$ cat src/rtl/symphase_pkg.sv
package symphase_pkg;
  localparam int SYM_W  = 2;
  localparam int PAIRS  = 2;
  localparam int PHASES = 2 * PAIRS;
  localparam int SLOT_W = (PAIRS > 1) ? $clog2(PAIRS) : 1;

  // Primary bit: low half of the symbol range maps to 1
  function automatic logic primary_bit(input logic [SYM_W-1:0] s);
    return (s < SYM_W'(2));
  endfunction

  // Secondary bit: Gray mapping, outer symbols map to 1
  function automatic logic secondary_bit(input logic [SYM_W-1:0] s);
    return (s == SYM_W'(0)) || (s == SYM_W'(3));
  endfunction
endpackage

$ cat src/rtl/sym_decode.sv
module sym_decode
  import symphase_pkg::*;
(
  input  logic [SYM_W-1:0] sym_i,
  output logic             prim_o,
  output logic             sec_o
);
  always_comb begin
    prim_o = primary_bit(sym_i);
    sec_o  = secondary_bit(sym_i);
  end
endmodule

$ cat src/rtl/slot_ctrl.sv
module slot_ctrl
  import symphase_pkg::*;
(
  input  logic              clk,
  input  logic              rst_n,
  input  logic              clear_i,
  input  logic              accept_i,
  input  logic              fast_i,
  output logic [SLOT_W-1:0] slot_o,
  output logic              last_o
);
  logic [SLOT_W-1:0] slot_q;

  assign last_o = !fast_i || (slot_q == SLOT_W'(PAIRS - 1));
  assign slot_o = fast_i ? slot_q : '0;

  always_ff @(posedge clk or negedge rst_n) begin
    if (!rst_n)           slot_q <= '0;
    else if (clear_i)     slot_q <= '0;
    else if (accept_i) begin
      if (last_o)         slot_q <= '0;
      else                slot_q <= slot_q + SLOT_W'(1);
    end
  end

  // a frame start always returns the pair position to its first slot
  assert_slot_cleared_R7: assert property (@(posedge clk) disable iff (!rst_n)
    clear_i |=> (slot_q == '0));
endmodule

$ cat src/rtl/phase_bank.sv
module phase_bank
  import symphase_pkg::*;
(
  input  logic              clk,
  input  logic              rst_n,
  input  logic              clear_i,
  input  logic              accept_i,
  input  logic              quad_i,
  input  logic [SLOT_W-1:0] slot_i,
  input  logic [SYM_W-1:0]  sym_i,
  input  logic              prim_i,
  input  logic              sec_i,
  output logic [PHASES-1:0] phase_o
);
  logic [PAIRS-1:0] prim_q;
  logic [PAIRS-1:0] sec_q;
  logic [PAIRS-1:0] load;

  for (genvar p = 0; p < PAIRS; p++) begin : g_pair
    assign load[p] = accept_i && (slot_i == SLOT_W'(p));

    always_ff @(posedge clk or negedge rst_n) begin
      if (!rst_n)         prim_q[p] <= 1'b0;
      else if (clear_i)   prim_q[p] <= 1'b0;
      else if (load[p])   prim_q[p] <= prim_i;
    end

    always_ff @(posedge clk or negedge rst_n) begin
      if (!rst_n)                 sec_q[p] <= 1'b0;
      else if (clear_i)           sec_q[p] <= 1'b0;
      else if (load[p] && quad_i) sec_q[p] <= sec_i;
    end

    assign phase_o[2*p]   = prim_q[p];
    assign phase_o[2*p+1] = sec_q[p];
  end

  // two-level symbols never touch the secondary bits
  assert_two_level_hold_R5: assert property (@(posedge clk) disable iff (!rst_n)
    (!quad_i && (|load) && !clear_i) |=> $stable(sec_q));

  // the first-slot primary bit follows the loaded symbol
  assert_primary_bit_R1: assert property (@(posedge clk) disable iff (!rst_n)
    (load[0] && !clear_i) |=> (prim_q[0] == ($past(sym_i) <= SYM_W'(1))));
endmodule

$ cat src/rtl/symphase_demux.sv
module symphase_demux
  import symphase_pkg::*;
(
  input  logic             clk,
  input  logic             rst_n,
  input  logic             frame_start_i,
  input  logic             mode_fast_i,
  input  logic             mode_quad_i,
  input  logic             sym_valid_i,
  input  logic [1:0]       sym_i,
  output logic [3:0]       phase_o,
  output logic             out_valid_o
);
  logic              accept;
  logic              emit;
  logic              prim;
  logic              sec;
  logic              last_slot;
  logic [SLOT_W-1:0] slot;
  logic              valid_q;

  assign accept = sym_valid_i && !frame_start_i;
  assign emit   = accept && last_slot;

  sym_decode u_dec (
    .sym_i  (sym_i),
    .prim_o (prim),
    .sec_o  (sec)
  );

  slot_ctrl u_slot (
    .clk      (clk),
    .rst_n    (rst_n),
    .clear_i  (frame_start_i),
    .accept_i (accept),
    .fast_i   (mode_fast_i),
    .slot_o   (slot),
    .last_o   (last_slot)
  );

  phase_bank u_bank (
    .clk      (clk),
    .rst_n    (rst_n),
    .clear_i  (frame_start_i),
    .accept_i (accept),
    .quad_i   (mode_quad_i),
    .slot_i   (slot),
    .sym_i    (sym_i),
    .prim_i   (prim),
    .sec_i    (sec),
    .phase_o  (phase_o)
  );

  always_ff @(posedge clk or negedge rst_n) begin
    if (!rst_n) valid_q <= 1'b0;
    else        valid_q <= emit;
  end
  assign out_valid_o = valid_q;

  // a strobe only ever follows an accepted symbol
  assert_strobe_source_R8: assert property (@(posedge clk) disable iff (!rst_n)
    out_valid_o |-> $past(sym_valid_i && !frame_start_i));

  // slow rate emits once per symbol
  assert_slow_emit_R3: assert property (@(posedge clk) disable iff (!rst_n)
    (accept && !mode_fast_i) |=> out_valid_o);

  // first symbol of a fast pair produces no strobe
  assert_fast_first_silent_R4: assert property (@(posedge clk) disable iff (!rst_n)
    (accept && mode_fast_i && (slot == '0)) |=> !out_valid_o);

  // frame start leaves all phases at zero and no strobe
  assert_frame_clear_R7: assert property (@(posedge clk) disable iff (!rst_n)
    frame_start_i |=> ((phase_o == 4'b0) && !out_valid_o));
endmodule

$ cat config.mk
export PLATFORM = sky130hd
export DESIGN_NAME = symphase_demux
export DESIGN_NICKNAME = d
export VERILOG_FILES = /design/src/rtl/symphase_pkg.sv /design/src/rtl/sym_decode.sv /design/src/rtl/slot_ctrl.sv /design/src/rtl/phase_bank.sv /design/src/rtl/symphase_demux.sv
export SDC_FILE = /design/constraint.sdc
export NUM_CORES = 1
export LEC_CHECK = 0
export ABC_CLOCK_PERIOD_IN_PS = 1300
export BUFFER_PORTS_ARGS = -buffer_cell sky130_fd_sc_hd__buf_2
export CAP_MARGIN = 20
export CORE_AREA = 5 5 42 44
export CTS_CLUSTER_SIZE = 12
export DETAILED_ROUTE_END_ITERATION = 6
export DIE_AREA = 0 0 47 49
export PLACE_DENSITY = 0.51
export SYNTH_ARGS = -nofsm -noshare
export SYNTH_HDL_FRONTEND = slang
export SYNTH_SLANG_ARGS = --single-unit
$ cat constraint.sdc
create_clock -name clk -period 1.3 [get_ports clk]
set_clock_uncertainty 0.1 [all_clocks]
set_input_delay 0.13 -clock clk [delete_from_list [all_inputs] [get_ports clk]]
set_output_delay 0.13 -clock clk [all_outputs]
set_load 0.01 [all_outputs]
==> run_results.csv, run 1 <==
group,metric,value,unit
setup_path,criticalPathCategory,"flop to flop",
worst_hold_path,hp-start,"frame_start_i",
setup_path,rr_worst_depth,3,
placement,numPortBuffers,12,
clocking,clock_sinks,6,
job,maxCapViolations,0,
placement,dp_hpwl,479,um
layout,final_nets,52,
yosys,syn_inst,26,
sta,finalCritPeriodShare,82.0,%
sta,setup_violations,0,
sta,rsz0062_at_grt,"false",
route,wl_per_cell,9.83,um
route,drt-pass1-iter-count,1,
route,ant_nets,0,
setup_path,cp-startpoint,"u_slot.slot_q",
floorplanning,num_io_pins,13,
clocking,clock_latency,0.24,ns
setup_path,r2r_start,"u_slot.slot_q",
yosys,ys_seq_area_share,52.2,%
setup_path,critPathCaptureType,"flop",
yosys,synth.avg_cell_area,11.1,sq um
yosys,synth-seq-cells,6,
setup_path,cp_max_fo,6,
yosys,synthDistinctLibCells,13,
clocking,ctsResizeCount,0,
global_route,grt_first_pass_wirelength,1.01,mm
setup_path,arrival,1.09,ns
layout,fin_util,28.6,%
global_route,antenna_found_initial,0,
global_route,grtUsageTotal,6.58,%
layout,num_antenna_cells,0,
worst_hold_path,worstHoldPathType,"input pin to flop",
yosys,ys_top_cells_by_count,"6 x dfrtp_1, 4 x mux2i_1, 4 x nor2_1",
sta,fmax,0.938,GHz
yosys,yosysWarningCount,0,
yosys,synth_area_leaders,"dfrtp_1 52%, mux2i_1 14%, nor2_1 5.2%",
global_route,grt_max_degree,8,
global_route,grt_pass1_vias,256,
yosys,netlist.area_leader.share,52.2,%
route,drt-initial-drc-count,0,
pwr,ir_drop,0.399,mV
clocking,cts_buffers,3,
clocking,cts-htree-levels,1,
floorplanning,start_util,20.5,%
sta,worst_slew_pin_slew,0.178,ns
layout,drive_gt1_share,42.9,%
floorplanning,rows,14,
clocking,clk_path_buf_depth,2,
global_route,grt_overflow_total,0,
yosys,synth_edf_count,0,
yosys,yosysMostFrequentCell,"dfrtp_1",
route,wl,570,um
yosys,async_flop_share,100,%
yosys,syn-cell-area,288,sq um
clocking,cts_tree,"done",
route,vias,241,
placement,placed_area,368,sq um
setup_path,r2r_end,"u_slot.slot_q",
pwr,p_leak,0.215,nW
floorplanning,die-area,2300,sq um
floorplanning,die_w,47,um
yosys,synthFlopType,"dfrtp_1",
sta,finalSetupTns,0,ns
setup_path,r2r_setup_slack,0.23,ns
worst_hold_path,worstHoldPathCells,2,
outcome,status,"complete, no violations",
layout,syn_to_final_growth,39.1,%
clocking,cts_root_buf,"clkbuf_4",
worst_hold_path,holdPathEnd,"u_bank.phase_o[1]",
sta,final_hold_viol_count,0,
setup_path,crit_required,1.32,ns
setup_path,start_kind,"flop",
floorplanning,fp.coreArea,1400,sq um
floorplanning,die_y,49,um
route,via_per_inst,4.16,
sta,finalMaxSlewViolations,0,
placement,finalWeightedCongestion,0.679,
pwr,power_density,1060,nW/um^2
yosys,yosys.area.top_type,"dfrtp_1",
layout,design_area,400,sq um
route,drc,0,
yosys,syn_nets,34,
sta,period_minus_slack,1.07,ns
clocking,clkSlewWorstSetupHoldPaths,0.04,ns
sta,slew_headroom,88.0,%
worst max-delay path, stage by stage (launching register included):
cell and delay, ns:
dfrtp_1 0.42, and2b_2 0.25, mux2i_1 0.14, nor2_1 0.05
metrics by stage:
stage | setup slack, ns | instances | total power [mW] | hold WS (ns)
2_1_floorplan | 0.294 | 26 | 0.230 | -0.266
3_3_place_gp | 0.237 | 54 | 0.261 | -0.137
3_5_place_dp | 0.229 | 54 | 0.261 | -0.135
4_1_cts | 0.219 | 58 | 0.439 | 0.0170
5_1_grt | 0.160 | 58 | 0.457 | 0.0279
6_report | 0.234 | 58 | 0.426 | 0.0240
cell usage in the layout (no fill, tap or decap):
cell and n:
and2b_2 1, clkbuf_4 3, buf_2 12, a31o_1 1
nor2_1 4, nand2_1 1, dlygate4sd3_1 1, inv_1 2
nor3b_1 1, a21oi_2 1, xnor2_1 1, nand3_1 1
dfrtp_1 6, mux2i_1 4, nand4_1 2, a21boi_2 1
state kept, by name, summed over array words and instances, names as in the netlist:
signal,flops
out_valid_o,1
u_bank.phase_o,4
u_slot.slot_q,1
kinds of logic after synthesis:
kind of cell,count (synthesis),share of synthesized area [%]
and+or+nand+nor,10,18.3
DFF,6,52.2
muxes,4,13.9
AOI/OAI and AO/OA,3,10.0
buffers and inverters,2,2.61
xor gates and xnor gates,1,3.04
layout make-up:
class	instances	area, sq um
Clock buffer	3	22.5
Fill cell	159	1000
Inverter	2	7.51
Multi-Input combinational cell	18	130
Sequential cell	6	150
Tap cell	16	20.0
Timing Repair Buffer	13	70.1
power by group:
part,internal [mW],total (mW),switching [mW]
registers,0.195,0.200,0.00480
logic,0.0288,0.0590,0.0302
clock network,0.104,0.167,0.0629
what timing repair did:
action	CTS	global route
hold buffers	1	0
setup buffers	0	0
endpoints found under the hold margin	6	0
how the worst max path moves through the flow:
stage                         end  depth (start not counted)  slack (ns)
floorplan           u_slot.slot_q                          3        0.29
CTS                 u_slot.slot_q                          3        0.22
detailed placement  u_slot.slot_q                          3        0.23
global placement    u_slot.slot_q                          3        0.24
finish              u_slot.slot_q                          3        0.23
global route        u_slot.slot_q                          3        0.16
routing by layer:
layer	vias to the layer above	wire length, um	global-route usage, %
li1	126	-	-
met4	0	12	6.91
met1	108	238	6.70
met3	2	25	3.32
met2	5	292	8.82
met5	-	0	0
No activity file was read; power rests on OpenSTA's default activity.
==> inputs of run 2 (changes only) <==
- ABC_CLOCK_PERIOD_IN_PS: 1300 -> 1000
- clock period: 1.3 -> 1 ns (I/O delays scaled with it)
==> run 2 against run 1 <==
The run now ends with hold timing, setup timing left. Fmax up 0.93%. Non-clock buffer count rose by 1. Register-to-register slack worse by 0.29 ns. Wire length increased by 7.5%. Core utilization increased by 1.2 points. First-iteration DRC count did not move. Combinational power grew 38%.
==> run_results.csv, run 2 (synthesis results as in run 1) <==
group,metric,value,unit
global_route,grtUsageTotal,6.72,%
route,ant_nets,0,
layout,final_cells,59,
route,vias,249,
setup_path,start_kind,"flop",
outcome,status,"complete, but fails checks",
placement,finalWeightedCongestion,0.679,
placement,numPortBuffers,12,
floorplanning,num_io_pins,13,
clocking,clock_sinks,6,
job,maxCapViolations,0,
clocking,clk_path_buf_depth,2,
route,drt-initial-drc-count,0,
sta,finalSetupTns,-0.0869,ns
placement,dp_cells,54,
pwr,p_leak,0.218,nW
sta,setup_violations,2,
placement,post-place-ws,-0.0711,ns
layout,syn_to_final_growth,44.8,%
outcome,violations,"hold timing, setup timing",
sta,finalCritPeriodShare,106,%
layout,fin_util,29.7,%
setup_path,rr_worst_depth,3,
layout,final_common_cell,"buf_2",
global_route,grt_first_pass_wirelength,1.04,mm
placement,placed_area,368,sq um
sta,final_hold_viol_count,5,
layout,final_nets,53,
pwr,fin_total_pwr,559,uW
route,drc,0,
layout,drive_gt1_share,46.5,%
sta,worst_slew_pin_slew,0.179,ns
setup_path,arrival,1.08,ns
setup_path,cp_max_fo,6,
worst_hold_path,hp-start,"frame_start_i",
clocking,cts_tree,"done",
worst_hold_path,holdPathEnd,"out_valid_o",
sta,timing.final.ws_setup,-0.0565,ns
sta,rsz0062_at_grt,"true",
placement,dp_hpwl,479,um
clocking,cts-htree-levels,1,
route,wl,613,um
route,via_per_inst,4.22,
layout,final_cell_mix,"12 x buf_2, 5 x dfrtp_1, 4 x mux2i_1, 4 x nor2_1, 3 x clkbuf_4",
layout,num_antenna_cells,0,
floorplanning,start_util,20.5,%
global_route,grt_max_degree,8,
sta,finalMaxSlewViolations,0,
sta,period_minus_slack,1.06,ns
floorplanning,rows,14,
setup_path,critPathCaptureType,"flop",
sta,hold_ws,-0.00385,ns
global_route,grt_pass1_vias,264,
clocking,clkSlewWorstSetupHoldPaths,0.05,ns
clocking,cts_root_buf,"clkbuf_4",
setup_path,crit_required,1.02,ns
worst_hold_path,worstHoldPathType,"input pin to flop",
floorplanning,fp.coreArea,1400,sq um
layout,largest_register_ff_count,4,
layout,design_area,417,sq um
setup_path,r2r_end,"u_slot.slot_q",
floorplanning,die_w,47,um
global_route,antenna_found_initial,0,
pwr,power_density,1340,nW/um^2
route,drt-pass1-iter-count,1,
route,wl_per_cell,10.4,um
pwr,ir_drop,0.517,mV
floorplanning,die-area,2300,sq um
clocking,cts_buffers,3,
floorplanning,die_y,49,um
sta,fmax,0.947,GHz
setup_path,r2r_setup_slack,-0.06,ns
global_route,grt_overflow_total,0,
setup_path,r2r_start,"u_slot.slot_q",
setup_path,criticalPathCategory,"flop to flop",
sta,slew_headroom,88.0,%
clocking,clock_latency,0.24,ns
worst_hold_path,worstHoldPathCells,2,
clocking,cts_setup_buffers,0,
[run 2: where the power goes]
group | internal [mW] | switching (mW) | total [mW]
Sequential | 0.254 | 0.00684 | 0.261
Combinational | 0.0403 | 0.0410 | 0.0812
Clock | 0.135 | 0.0818 | 0.217
Total | 0.430 | 0.130 | 0.559
[run 2: layout make-up]
type	instances	area [sq um]
sequential	6	151
fill	164	985
clock buffer	3	22.5
inverter	2	7.51
multi-input combinational	18	135
timing repair buffer	14	80.1
tap	16	20.0
[run 2: worst max-delay path: stages (launching register included)]
cell     delay, ns
dfrtp_2       0.41
and2b_2       0.24
mux2i_1       0.15
nor2_1        0.05
[run 2: worst max-delay path by stage]
| stage | startpoint | endpoint | depth (start not counted) |
|---|---|---|---|
| floorplan | u_slot.slot_q | u_slot.slot_q | 3 |
| global placement | u_slot.slot_q | u_slot.slot_q | 3 |
| detailed placement | u_slot.slot_q | u_slot.slot_q | 3 |
| CTS | u_slot.slot_q | u_slot.slot_q | 3 |
| global route | u_slot.slot_q | u_slot.slot_q | 3 |
| finish | u_slot.slot_q | u_slot.slot_q | 3 |
[run 2: metal layers]
metal | up-vias | GRT usage, % | wire length (um)
met3 | 2 | 3.32 | 25
met4 | 0 | 6.91 | 12
met5 | - | 0 | 0
li1 | 126 | - | -
met2 | 5 | 9.28 | 339
met1 | 116 | 6.70 | 235
[run 2: what timing repair did]
action	CTS	global route
pin swaps	3	0
hold buffers	2	0
endpoints found under the setup margin	5	6
hold endpoints to repair	7	0
gates resized for setup	0	2
==> inputs of run 3 (changes only) <==
==> constraint.sdc (replaced) <==
create_clock -name clk -period 1 [get_ports clk]
set_clock_uncertainty 0.1 [all_clocks]
set_input_delay 0.2 -clock clk [delete_from_list [all_inputs] [get_ports clk]]
set_output_delay 0.2 -clock clk [all_outputs]
set_load 0.01 [all_outputs]
==> run 3 against run 2 <==
The flow finishes with violations (setup timing). First-iteration DRC count is 1 higher. Critical endpoint is now phase_o[0]. Clock power is 2% higher. Count of clock-buffer cells in the layout stayed put. Sequential share of layout area is 0.64 points lower.
==> run_results.csv, run 3 (synthesis results as in run 1) <==
group,metric,value,unit
outcome,status,"complete, but fails checks",
outcome,violations,"setup timing",
setup_path,cpMaxStageDelayCell,"dfrtp_1",
setup_path,start_kind,"flop",
clocking,cts_root_buf,"clkbuf_4",
route,wl,610,um
clocking,clock_sinks,6,
placement,numPortBuffers,12,
layout,final_common_cell,"buf_2",
route,vias,256,
sta,finalMaxSlewViolations,0,
worst_hold_path,worstHoldPathType,"input pin to flop",
sta,rsz0062_at_grt,"true",
sta,slew_headroom,88.1,%
floorplanning,die_w,47,um
clocking,cts_tree,"done",
route,drt-pass1-iter-count,3,
setup_path,cp_num_buf_inv,1,
layout,final_nets,55,
layout,largest_register_ff_count,4,
global_route,grtUsageTotal,6.51,%
setup_path,cp_max_fo,2,
placement,dp_hpwl,495,um
floorplanning,num_io_pins,13,
floorplanning,die_y,49,um
sta,hold_ws,0.0975,ns
setup_path,crit_required,0.70,ns
sta,final_hold_viol_count,0,
floorplanning,rows,14,
global_route,grt_overflow_total,0,
sta,period_minus_slack,1.06,ns
route,drt-initial-drc-count,1,
sta,setup_violations,7,
layout,design_area,424,sq um
clocking,clkSlewWorstSetupHoldPaths,0.05,ns
clocking,cts_buffers,3,
global_route,grt_pass1_vias,275,
layout,fillers,167,
sta,worst_slew_pin_slew,0.177,ns
layout,syn_to_final_growth,47.4,%
sta,finalCritPeriodShare,106,%
setup_path,path_cells,"buf_2",
floorplanning,die-area,2300,sq um
sta,timing.final.ws_setup,-0.0615,ns
route,via_per_inst,4.20,
placement,finalWeightedCongestion,0.689,
global_route,grt_max_degree,7,
clocking,cts-htree-levels,1,
pwr,ir_drop,0.614,mV
route,wl_per_cell,10.0,um
setup_path,cp_top_family,"flip-flops",
job,maxCapViolations,0,
pwr,p_leak,0.229,nW
setup_path,critPathCaptureType,"output pin",
clocking,clk_path_buf_depth,2,
layout,final_cell_mix,"12 x buf_2, 5 x dfrtp_1, 4 x mux2i_1, 4 x nor2_1",
placement,placed_area,375,sq um
route,ant_nets,0,
layout,drive_gt1_share,48.9,%
setup_path,arrival,0.76,ns
sta,finalSetupTns,-0.271,ns
pwr,power_density,1330,nW/um^2
setup_path,worst_path_largest_cell_delay,0.38,ns
route,drc,0,
global_route,grt_first_pass_wirelength,1.09,mm
clocking,clock_latency,0.24,ns
floorplanning,fp.coreArea,1400,sq um
layout,num_antenna_cells,0,
floorplanning,start_util,20.5,%
sta,fmax,0.942,GHz
global_route,antenna_found_initial,0,
setup_path,criticalPathCategory,"flop to output pin",
run 3: cell types whose count changed in the layout (fill, tap and decap cells not counted):
cell,previous run,this run
nand3_1,0,1
dlygate4sd3_1,2,1
nand3_2,1,0
buf_4,0,3
run 3: final timing paths:
check,depth (start not counted),slack (ns),startpoint,endpoint
max,1,-0.06,u_bank.phase_o[0],phase_o[0]
min,2,0.1,frame_start_i,u_bank.phase_o[1]
max reg2reg,3,-0.04,u_slot.slot_q,u_slot.slot_q
min reg2reg,2,0.43,u_bank.phase_o[2],u_bank.phase_o[2]
max in group asynchronous,2,0.42,rst_n,u_slot.slot_q
min in group asynchronous,2,0.22,rst_n,out_valid_o
run 3: layout make-up:
cell class / count / area [sq um] / share of cell area, %
Clock buffer: 3 / 22.5 / 5.31
Inverter: 2 / 7.51 / 1.77
Multi-Input combinational cell: 18 / 130 / 30.7
Sequential cell: 6 / 151 / 35.7
Tap cell: 16 / 20.0 / 4.72
Timing Repair Buffer: 16 / 92.6 / 21.8
run 3: metal layers:
layer	share of wire [%]	global-route usage [%]	up-vias
met3	5.6	2.21	2
met5	0	0	-
met4	2.0	4.15	0
met1	40	7.14	118
met2	52	10.2	7
li1	-	-	129
run 3: power by group:
group | total (mW) | internal, mW | switching (mW)
Clock | 0.221 | 0.136 | 0.0850
Sequential | 0.261 | 0.254 | 0.00658
Combinational | 0.0844 | 0.0428 | 0.0415
Total | 0.566 | 0.432 | 0.133
run 3: timing repair:
action	CTS	global route
gates resized for setup	0	1
pin swaps	3	0
endpoints found under the hold margin	6	0
endpoints found under the setup margin	10	11
hold buffers	1	0
buffers inserted	2	0
run 3: metrics by stage:
stage	instances	util [%]	worst slack [ns]	power, mW
after global placement	55	26.8	-0.0658	0.342
after CTS	61	30.2	-0.0773	0.577
after detailed placement	55	26.8	-0.0731	0.343
final	61	30.3	-0.0615	0.566
after floorplan	26	-	-0.00613	0.299
after global routing	61	30.3	-0.114	0.606
